===== src/rtl/spi_word_pkg.sv =====
package spi_word_pkg;

    localparam int WORD_W   = 16;
    localparam int NARROW_W = 8;
    localparam int ECNT_W   = $clog2(2 * WORD_W + 1);

    typedef enum logic [1:0] {
        ST_IDLE = 2'd0,
        ST_RUN  = 2'd1,
        ST_GAP  = 2'd2
    } seq_state_e;

    typedef struct packed {
        logic pol;
        logic pha;
        logic wide;
        logic lsb;
    } xfer_cfg_t;

endpackage


===== src/rtl/spi_half_timer.sv =====
module spi_half_timer #(
    parameter int DIV_W = 8
) (
    input  logic             clk,
    input  logic             rst_n,
    input  logic             run_i,
    input  logic [DIV_W-1:0] div_i,
    output logic             tick_o
);

    typedef struct packed {
        logic [DIV_W-1:0] cnt;
    } timer_t;

    timer_t d, q;

    assign tick_o = run_i && (q.cnt == div_i);

    always_comb begin
        d = q;
        if (!run_i || tick_o) begin
            d.cnt = '0;
        end else begin
            d.cnt = q.cnt + 1'b1;
        end
    end

    always_ff @(posedge clk or negedge rst_n) begin
        if (!rst_n) begin
            q <= '0;
        end else begin
            q <= d;
        end
    end

    // the half-period count never passes the captured divider
    assert_half_period_R2: assert property (@(posedge clk) disable iff (!rst_n)
        run_i |-> (q.cnt <= div_i));

    // an idle timer restarts from zero
    assert_timer_rest_R2: assert property (@(posedge clk) disable iff (!rst_n)
        !run_i |=> (q.cnt == '0));

endmodule


===== src/rtl/spi_shift_unit.sv =====
module spi_shift_unit
    import spi_word_pkg::*;
(
    input  logic              clk,
    input  logic              rst_n,
    input  logic              load_i,
    input  logic [WORD_W-1:0] tx_word_i,
    input  logic              wide_i,
    input  logic              lsb_i,
    input  logic              shift_i,
    input  logic              sample_i,
    input  logic              miso_i,
    output logic              mosi_o,
    output logic [WORD_W-1:0] rx_word_o
);

    localparam int TOP_WIDE   = WORD_W - 1;
    localparam int TOP_NARROW = NARROW_W - 1;

    typedef struct packed {
        logic [WORD_W-1:0] tx;
        logic [WORD_W-1:0] rx;
    } shreg_t;

    shreg_t d, q;
    int     ins_pos;

    always_comb begin
        if (lsb_i) begin
            mosi_o = q.tx[0];
        end else if (wide_i) begin
            mosi_o = q.tx[TOP_WIDE];
        end else begin
            mosi_o = q.tx[TOP_NARROW];
        end
    end

    generate
        if (WORD_W > NARROW_W) begin : g_mask
            assign rx_word_o = wide_i ? q.rx
                             : {{(WORD_W-NARROW_W){1'b0}}, q.rx[NARROW_W-1:0]};
        end else begin : g_nomask
            assign rx_word_o = q.rx;
        end
    endgenerate

    always_comb begin
        d       = q;
        ins_pos = wide_i ? TOP_WIDE : TOP_NARROW;
        if (load_i) begin
            d.tx = tx_word_i;
            d.rx = '0;
        end else begin
            if (shift_i) begin
                d.tx = lsb_i ? (q.tx >> 1) : (q.tx << 1);
            end
            if (sample_i) begin
                if (lsb_i) begin
                    d.rx          = q.rx >> 1;
                    d.rx[ins_pos] = miso_i;
                end else begin
                    d.rx = {q.rx[WORD_W-2:0], miso_i};
                end
            end
        end
    end

    always_ff @(posedge clk or negedge rst_n) begin
        if (!rst_n) begin
            q <= '0;
        end else begin
            q <= d;
        end
    end

    // a word is never loaded in the same cycle as a data movement
    assert_load_exclusive_R6: assert property (@(posedge clk) disable iff (!rst_n)
        load_i |-> (!shift_i && !sample_i));

    // outgoing data stays put when no shift or load occurs
    assert_mosi_hold_R7: assert property (@(posedge clk) disable iff (!rst_n)
        (!load_i && !shift_i) |=> $stable(q.tx));

endmodule


===== src/rtl/spi_word_seq.sv =====
module spi_word_seq
    import spi_word_pkg::*;
#(
    parameter int DIV_W = 8
) (
    input  logic             clk,
    input  logic             rst_n,
    input  logic             start_i,
    input  xfer_cfg_t        cfg_i,
    input  logic             hold_sel_i,
    input  logic [DIV_W-1:0] div_i,
    input  logic             tick_i,
    output logic             run_o,
    output logic [DIV_W-1:0] div_q_o,
    output xfer_cfg_t        cfg_o,
    output logic             load_o,
    output logic             shift_o,
    output logic             sample_o,
    output logic             sck_o,
    output logic             ssel_n_o,
    output logic             busy_o,
    output logic             done_o
);

    localparam logic [ECNT_W-1:0] EDGES_WIDE   = ECNT_W'(2 * WORD_W);
    localparam logic [ECNT_W-1:0] EDGES_NARROW = ECNT_W'(2 * NARROW_W);
    localparam logic [ECNT_W-1:0] ONE          = ECNT_W'(1);

    typedef struct packed {
        seq_state_e        st;
        xfer_cfg_t         cfg;
        logic [DIV_W-1:0]  div;
        logic [ECNT_W-1:0] ecnt;
        logic              sck;
        logic              ssel_n;
        logic              busy;
        logic              done;
    } seq_t;

    seq_t              d, q;
    logic [ECNT_W-1:0] k;
    logic [ECNT_W-1:0] last_edge;
    logic              lead;

    assign last_edge = q.cfg.wide ? EDGES_WIDE : EDGES_NARROW;
    assign k         = q.ecnt + ONE;
    assign lead      = k[0];

    always_comb begin
        d        = q;
        d.done   = 1'b0;
        load_o   = 1'b0;
        shift_o  = 1'b0;
        sample_o = 1'b0;
        case (q.st)
            ST_IDLE: begin
                d.sck = cfg_i.pol;
                if (start_i) begin
                    d.st     = ST_RUN;
                    d.cfg    = cfg_i;
                    d.div    = div_i;
                    d.ecnt   = '0;
                    d.ssel_n = 1'b0;
                    d.busy   = 1'b1;
                    load_o   = 1'b1;
                end
            end
            ST_RUN: begin
                if (tick_i) begin
                    d.sck  = ~q.sck;
                    d.ecnt = k;
                    if (q.cfg.pha) begin
                        shift_o  = lead && (k != ONE);
                        sample_o = !lead;
                    end else begin
                        shift_o  = !lead && (k != last_edge);
                        sample_o = lead;
                    end
                    if (k == last_edge) begin
                        d.done = 1'b1;
                        d.ecnt = '0;
                        if (q.cfg.pha) begin
                            d.st     = ST_IDLE;
                            d.busy   = 1'b0;
                            d.ssel_n = ~hold_sel_i;
                        end else begin
                            d.st     = ST_GAP;
                            d.ssel_n = 1'b1;
                        end
                    end
                end
            end
            ST_GAP: begin
                if (tick_i) begin
                    d.ecnt = k;
                    if (q.ecnt == ONE) begin
                        d.st   = ST_IDLE;
                        d.busy = 1'b0;
                        d.ecnt = '0;
                    end
                end
            end
            default: begin
                d.st = ST_IDLE;
            end
        endcase
    end

    always_ff @(posedge clk or negedge rst_n) begin
        if (!rst_n) begin
            q        <= '0;
            q.st     <= ST_IDLE;
            q.ssel_n <= 1'b1;
        end else begin
            q <= d;
        end
    end

    assign run_o    = (q.st != ST_IDLE);
    assign div_q_o  = q.div;
    assign cfg_o    = q.cfg;
    assign sck_o    = q.sck;
    assign ssel_n_o = q.ssel_n;
    assign busy_o   = q.busy;
    assign done_o   = q.done;

    // done lasts a single system clock
    assert_done_single_R10: assert property (@(posedge clk) disable iff (!rst_n)
        q.done |=> !q.done);

    // select is low for the whole word
    assert_sel_in_word_R3: assert property (@(posedge clk) disable iff (!rst_n)
        (q.st == ST_RUN) |-> !q.ssel_n);

    // the edge count never passes the word's edge total
    assert_edge_bound_R3: assert property (@(posedge clk) disable iff (!rst_n)
        (q.st == ST_RUN) |-> (q.ecnt < last_edge));

    // the phase-0 gap keeps select high and busy set
    assert_gap_sel_high_R8: assert property (@(posedge clk) disable iff (!rst_n)
        (q.st == ST_GAP) |-> (q.ssel_n && q.busy));

    // the clock rests at its idle level during the gap
    assert_gap_sck_idle_R5: assert property (@(posedge clk) disable iff (!rst_n)
        (q.st == ST_GAP) |-> (q.sck == q.cfg.pol));

    // captured settings hold while a word runs
    assert_cfg_frozen_R12: assert property (@(posedge clk) disable iff (!rst_n)
        (q.st == ST_RUN) |=> $stable(q.cfg) && $stable(q.div));

endmodule


===== src/rtl/spi_word_master.sv =====
module spi_word_master
    import spi_word_pkg::*;
#(
    parameter int DIV_W = 8
) (
    input  logic              clk,
    input  logic              rst_n,
    input  logic              cfg_pol_i,
    input  logic              cfg_pha_i,
    input  logic              cfg_wide_i,
    input  logic              cfg_lsb_i,
    input  logic              hold_sel_i,
    input  logic [DIV_W-1:0]  div_i,
    input  logic              start_i,
    input  logic [WORD_W-1:0] tx_word_i,
    output logic              busy_o,
    output logic              done_o,
    output logic [WORD_W-1:0] rx_word_o,
    output logic              sck_o,
    output logic              mosi_o,
    output logic              ssel_n_o,
    input  logic              miso_i
);

    xfer_cfg_t        cfg_in;
    xfer_cfg_t        cfg_q;
    logic [DIV_W-1:0] div_q;
    logic             run;
    logic             tick;
    logic             load;
    logic             shift;
    logic             sample;

    assign cfg_in = '{pol: cfg_pol_i, pha: cfg_pha_i, wide: cfg_wide_i, lsb: cfg_lsb_i};

    spi_word_seq #(.DIV_W(DIV_W)) u_seq (
        .clk        (clk),
        .rst_n      (rst_n),
        .start_i    (start_i),
        .cfg_i      (cfg_in),
        .hold_sel_i (hold_sel_i),
        .div_i      (div_i),
        .tick_i     (tick),
        .run_o      (run),
        .div_q_o    (div_q),
        .cfg_o      (cfg_q),
        .load_o     (load),
        .shift_o    (shift),
        .sample_o   (sample),
        .sck_o      (sck_o),
        .ssel_n_o   (ssel_n_o),
        .busy_o     (busy_o),
        .done_o     (done_o)
    );

    spi_half_timer #(.DIV_W(DIV_W)) u_timer (
        .clk    (clk),
        .rst_n  (rst_n),
        .run_i  (run),
        .div_i  (div_q),
        .tick_o (tick)
    );

    spi_shift_unit u_shift (
        .clk       (clk),
        .rst_n     (rst_n),
        .load_i    (load),
        .tx_word_i (tx_word_i),
        .wide_i    (cfg_q.wide),
        .lsb_i     (cfg_q.lsb),
        .shift_i   (shift),
        .sample_i  (sample),
        .miso_i    (miso_i),
        .mosi_o    (mosi_o),
        .rx_word_o (rx_word_o)
    );

    // a narrow received word leaves the upper byte clear
    assert_rx_narrow_R4: assert property (@(posedge clk) disable iff (!rst_n)
        (done_o && !cfg_q.wide) |-> (rx_word_o[WORD_W-1:NARROW_W] == '0));

    // busy never drops while the serial clock is away from idle
    assert_busy_cover_R11: assert property (@(posedge clk) disable iff (!rst_n)
        (!busy_o && run) |-> (sck_o == cfg_q.pol));

endmodule


===== config.mk =====
export PLATFORM = sky130hd
export DESIGN_NAME = spi_word_master
export DESIGN_NICKNAME = d
export VERILOG_FILES = /design/src/rtl/spi_word_pkg.sv /design/src/rtl/spi_half_timer.sv /design/src/rtl/spi_shift_unit.sv /design/src/rtl/spi_word_seq.sv /design/src/rtl/spi_word_master.sv
export SDC_FILE = /design/constraint.sdc
export NUM_CORES = 1
export LEC_CHECK = 0
export BUFFER_PORTS_ARGS = -buffer_cell sky130_fd_sc_hd__buf_2
export CAP_MARGIN = 20
export CORE_MARGIN = 8
export CORE_UTILIZATION = 40
export DETAILED_ROUTE_END_ITERATION = 8
export REMOVE_ABC_BUFFERS = 1
export SYNTH_ARGS = -nofsm -noshare
export SYNTH_HDL_FRONTEND = slang
export SYNTH_HIERARCHICAL = 1
export SYNTH_SLANG_ARGS = --single-unit
export TNS_END_PERCENT = 50

===== constraint.sdc =====
create_clock -name clk -period 3.3 [get_ports clk]
set_input_delay 0.33 -clock clk [delete_from_list [all_inputs] [get_ports clk]]
set_output_delay 0.33 -clock clk [all_outputs]
set_load 0.02 [all_outputs]

Word-level counts from Yosys, hierarchy flattened
Cells that the tools add are included.

word-level totals
  register bits after elaboration = 64
  bits in latches = 0
  bits in writable memories = 0
  memory bits (read-only) = 0
  input bits = 33
  output and inout port bits = 21
  word-level logic and storage cells = 95
  memories = 0

operators by class
  $add $sub $neg = 2
  multiply operators = 0
  div/mod/pow operators = 0
  magnitude comparators = 2
  equal/unequal tests = 13
  shifts and indexed selects = 0
  muxes and demuxes = 43
  bitwise logic cells = 2
  reductions and logical operators = 19

operators with widths
  cell                                                    number
  2-to-1 mux 16 bit                                       5
  >= comparator 32 x 1 -> 1 bit (second input constant)   1
  < comparator 32 x 6 -> 1 bit (second input constant)    1
  2-to-1 mux 32 bit                                       1
  2-to-1 mux 6 bit                                        4
  2-to-1 mux 20 bit                                       1
  case mux 6 bit (3 select lines)                         1
  bitwise mux 16 bit                                      1
  2-to-1 mux 1 bit                                        16
  2-to-1 mux 2 bit                                        6
  2-to-1 mux 10 bit                                       1
  inequality test 2 x 1 -> 1 bit (second input constant)  5
  adder 8 x 1 -> 8 bit (second input constant)            1
  equality test 8 bit                                     1
  2-to-1 mux 8 bit                                        1
  AND reduction 4 bit                                     2
  nonzero test 2 bit                                      4
  AND reduction 7 bit                                     1
  adder 6 x 1 -> 6 bit (second input constant)            1
  equality test 6 x 1 -> 1 bit (second input constant)    1
  equality test 6 bit                                     1
  inequality test 6 x 1 -> 1 bit (second input constant)  1
  inequality test 6 bit                                   1
  case mux 2 bit (3 select lines)                         1
  16 further kinds                                        22

Logic depth before layout (Yosys ltp)
  depth after elaboration = 9
  gate-level depth with buffers = 12
  gate-level depth less buffers = 10

Hierarchy
Netlist, hierarchy kept.

by module, submodules not included
  module          times used  cells each  area an instance (µm²)  sequential area each (µm²)
  spi_shift_unit  1           185         1874.3                  800.8
  spi_word_seq    1           167         1590.3                  601.8
  spi_half_timer  1           46          500.5                   200.2

Worst setup path before layout
OpenSTA, ideal clock, no wires.

  path type = register to register
  from = register u_seq/q[5] in the netlist's numbering
  to = register u_shift/q[17] in the netlist's numbering
  data arrival time = 2.604 ns
  slack = 0.554 ns
  cell stages (with the launch flop) = 13
  period minus slack after synthesis = 2.746 ns
  path through = dfrtp_1 -> ha_1 -> buf_6 -> or3b_1 -> or4_1 -> nand4_2 -> nand2_2 -> a22oi_1 -> nor2_1 -> buf_4 -> nand2b_1 -> buf_2 -> o221ai_1

between the ends
  cells in the longest elaborated chain, start to end = 7
  elaborated cells on any way between the ends = 9

ends and longest elaborated chain
  item                                                                            line                                    text
  start, declared                                                                 spi_word_seq.sv:40                      seq_t d, q;
  adder 6 x 1 -> 6 bit (*)                                                        spi_word_seq.sv:46                      assign k = q.ecnt + ONE;
  inequality test 6 bit / inequality test 6 x 1 -> 1 bit (equally long branches)  spi_word_seq.sv:76, spi_word_seq.sv:73
  logical AND 1 bit (on tied branches)                                            spi_word_seq.sv:76, spi_word_seq.sv:73
  2-to-1 mux 1 bit (*)                                                            spi_word_seq.sv:72                      if (q.cfg.pha) begin
  2-to-1 mux 1 bit (*)                                                            spi_word_seq.sv:69                      if (tick_i) begin
  2-to-1 mux 1 bit (*)                                                            spi_word_seq.sv:55                      case (q.st)
  via shift                                                                       spi_word_master.sv:31                   logic shift;
  nonzero test 2 bit (no line) (*)                                                n/a
  end signal, assigned                                                            spi_shift_unit.sv:70                    q <= '0;
  end signal, assigned                                                            spi_shift_unit.sv:72                    q <= d;
  end, declared                                                                   spi_shift_unit.sv:25                    shreg_t d, q;

The timed path passes the listed nets; every way through them passes the cells marked *.
A chain may end at the register's enable or synchronous reset.

Final worst setup path
  from = register u_seq/q[5] in the netlist's numbering
  to = register u_shift/q[25] in the netlist's numbering

The elaborated chain is that of the path after synthesis.

==> reports/qor.yml <==
detailed_routing:
  avgRoutedWirePerCell_microns: 14.93
  detail-route-antenna-nets: 0
  routed_via_density: 5.191
  drt_wl_total_microns: 8448
  num_vias: 2938
  firstDrtPassIters: 4
  drt-initial-drc-count: 173
  drc: 0
worst_setup_path:
  r2r_end: "u_shift/q[25]$_DFFE_PN0P_"
  startpoint: "u_seq/q[5]$_DFFE_PN0P_"
  reg2reg_depth: 9
  endpoint_kind: "register"
  r2r_setup_slack_ns: 0.32
  critPathKind: "register to register"
  worstPathRequired_ns: 3.49
  path_max_fanout: 14
  startpoint_type: "register"
  worstReg2RegStart: "u_seq/q[5]$_DFFE_PN0P_"
  critical_path_arrival_ns: 3.17
clocking:
  cts_tree: "yes"
  cts.sinks: 63
  cts_buffers: 9
  clk_pin_slew_ns: 0.08
  cts.path.max_buffers: 2
  root_buffer: "clkbuf_8"
  insertion_delay_ns: 0.34
  htree_levels: 3
  cts_resized: 0
floorplanning:
  io-pin-count: 54
  core-area_sq_um: 9639
  die_x_microns: 114.9
  die-area_sq_um: 13210
  fp.dieH_microns: 114.9
  start_util_pct: 40.60
  rows: 36
min_path:
  min_to: "u_shift/q[20]$_DFFE_PN0P_"
  min_from: "tx_word_i[4]"
  holdPathStages: 3
  min_path_type: "input port to register"
sta:
  max_slew_margin_pct: 43.75
  max_freq_mhz: 335.7
  grt_setup_unrepaired: "false"
  clock_skew_ns: 0.01176
  finalMaxSlewViolations: 0
  finalHoldViolCount: 0
  setup_violations: 0
  setup_ws_ns: 0.3212
  min_period_ns: 2.979
  worst_pin_slew_ns: 0.8437
  hold_ws_ns: 0.2048
  fin_crit_sh_pct: 90.27
layout:
  nets: 470
  fin_cells: 566
  area_delta_synth_final_pct: 11.32
  finalInstanceArea_sq_um: 4357
  layout-drive-gt1-share_pct: 24.25
  n_antenna_cell: 0
global_routing:
  grt_pass1_wl_microns: 14580
  antenna_found_initial: 0
  grt-ovfl-total: 0
  grt_pass1_vias: 3036
  globalRouteTotalUtil_pct: 13.56
  grt_max_degree: 50
logic_synthesis:
  yosys_warnings: 6
  syn_area_per_cell_sq_um: 9.933
  synthCells: 394
  syn-cell-area_sq_um: 3914
status:
  status: "complete, no violations"
placed_design:
  preCtsSetupSlack_ns: 0.3514
  placement.io_buffers: 53
  placedCellCount: 548
  hpwl_microns: 5839
  placed_area_sq_um: 4130
  gp_congestion: 0.8526
power:
  peakVddDrop_uv: 310.2
  cellLeakagePower_uw: 0.001950
  power_density_nw_per_um2: 672.4
  finalPower_uw: 2930
run:
  maxCapViolations: 0
==> state kept, by name, indices dropped and copies added (netlist names) <==
name,count
u_seq/busy_o,1
u_seq/cfg_o,3
u_seq/div_q_o,8
u_seq/done_o,1
u_seq/q,8
u_seq/sck_o,1
u_seq/ssel_n_o,1
u_shift/q,32
u_timer/q,8
==> power by group <==
part	leakage (uW)	internal (uW)	total, uW	switching (uW)
clock network	0.0000956	350	687	337
logic	0.00104	510	1050	538
registers	0.000813	972	1200	223
==> layout make-up <==
type	instances	area, sq um
clock buffer	9	123.9
clock inverter	7	72.57
fill	974	5283
inverter	13	48.80
multi-input combinational	275	1989
sequential	63	1578
tap	133	166.4
timing repair buffer	66	377.9
==> worst max path at each step <==
stage | endpoint | slack [ns]
6_report | u_shift/q[25]$_DFFE_PN0P_ | 0.32
5_1_grt | u_shift/q[25]$_DFFE_PN0P_ | 0.14
4_1_cts | u_shift/q[19]$_DFFE_PN0P_ | 0.34
3_5_place_dp | u_shift/q[29]$_DFFE_PN0P_ | 0.35
3_3_place_gp | u_shift/q[26]$_DFFE_PN0P_ | 0.42
2_1_floorplan | u_shift/q[7]$_DFFE_PN0P_ | -0.43
==> routing by layer <==
layer / vias to the layer above / track usage, % / share of wire, %
li1: 1474 / - / -
met1: 1400 / 16.88 / 46
met2: 50 / 22.14 / 48
met3: 14 / 3.466 / 3.6
met4: 0 / 4.991 / 1.9
met5: - / 0 / 0
==> critical path, cell delays in order, from the launching register on <==
cell	delay [ns]
dfrtp_1	0.49
ha_1	0.33
or3b_1	0.39
or4_1	0.42
nand4_2	0.15
nand2_2	0.15
a22oi_1	0.20
nor2_1	0.08
nand2b_1	0.41
o221ai_1	0.21
==> repair_timing <==
item                       4_1_cts  5_1_grt
setup buffers                    0        0
hold buffers                     0        1
setup endpoints to repair        0        0
hold endpoints to repair         0       16
==> cells in the final DEF (no fill, tap or decap), types with 8 or more instances in the layout <==
cell type,instances
a211oi_1,21
inv_1,13
xor2_1,9
o221ai_1,15
nand3_1,11
buf_4,11
mux2_2,11
mux2i_1,32
buf_2,53
dfrtp_1,62
nor2_1,22
nand2_1,30
clkbuf_8,9
and2_1,9
nand2b_1,20
or3_1,8
ha_1,9
o21ai_0,13
==> through the flow <==
| stage | TNS (ns) | utilization [%] |
|---|---|---|
| after global routing | 0 | 45.20 |
| after global placement | 0 | 42.85 |
| after CTS | 0 | 44.89 |
| after floorplan | -6.151 | - |
| after detailed placement | 0 | 42.85 |
| final | 0 | 45.20 |
Power figures use the tool's default switching activity.
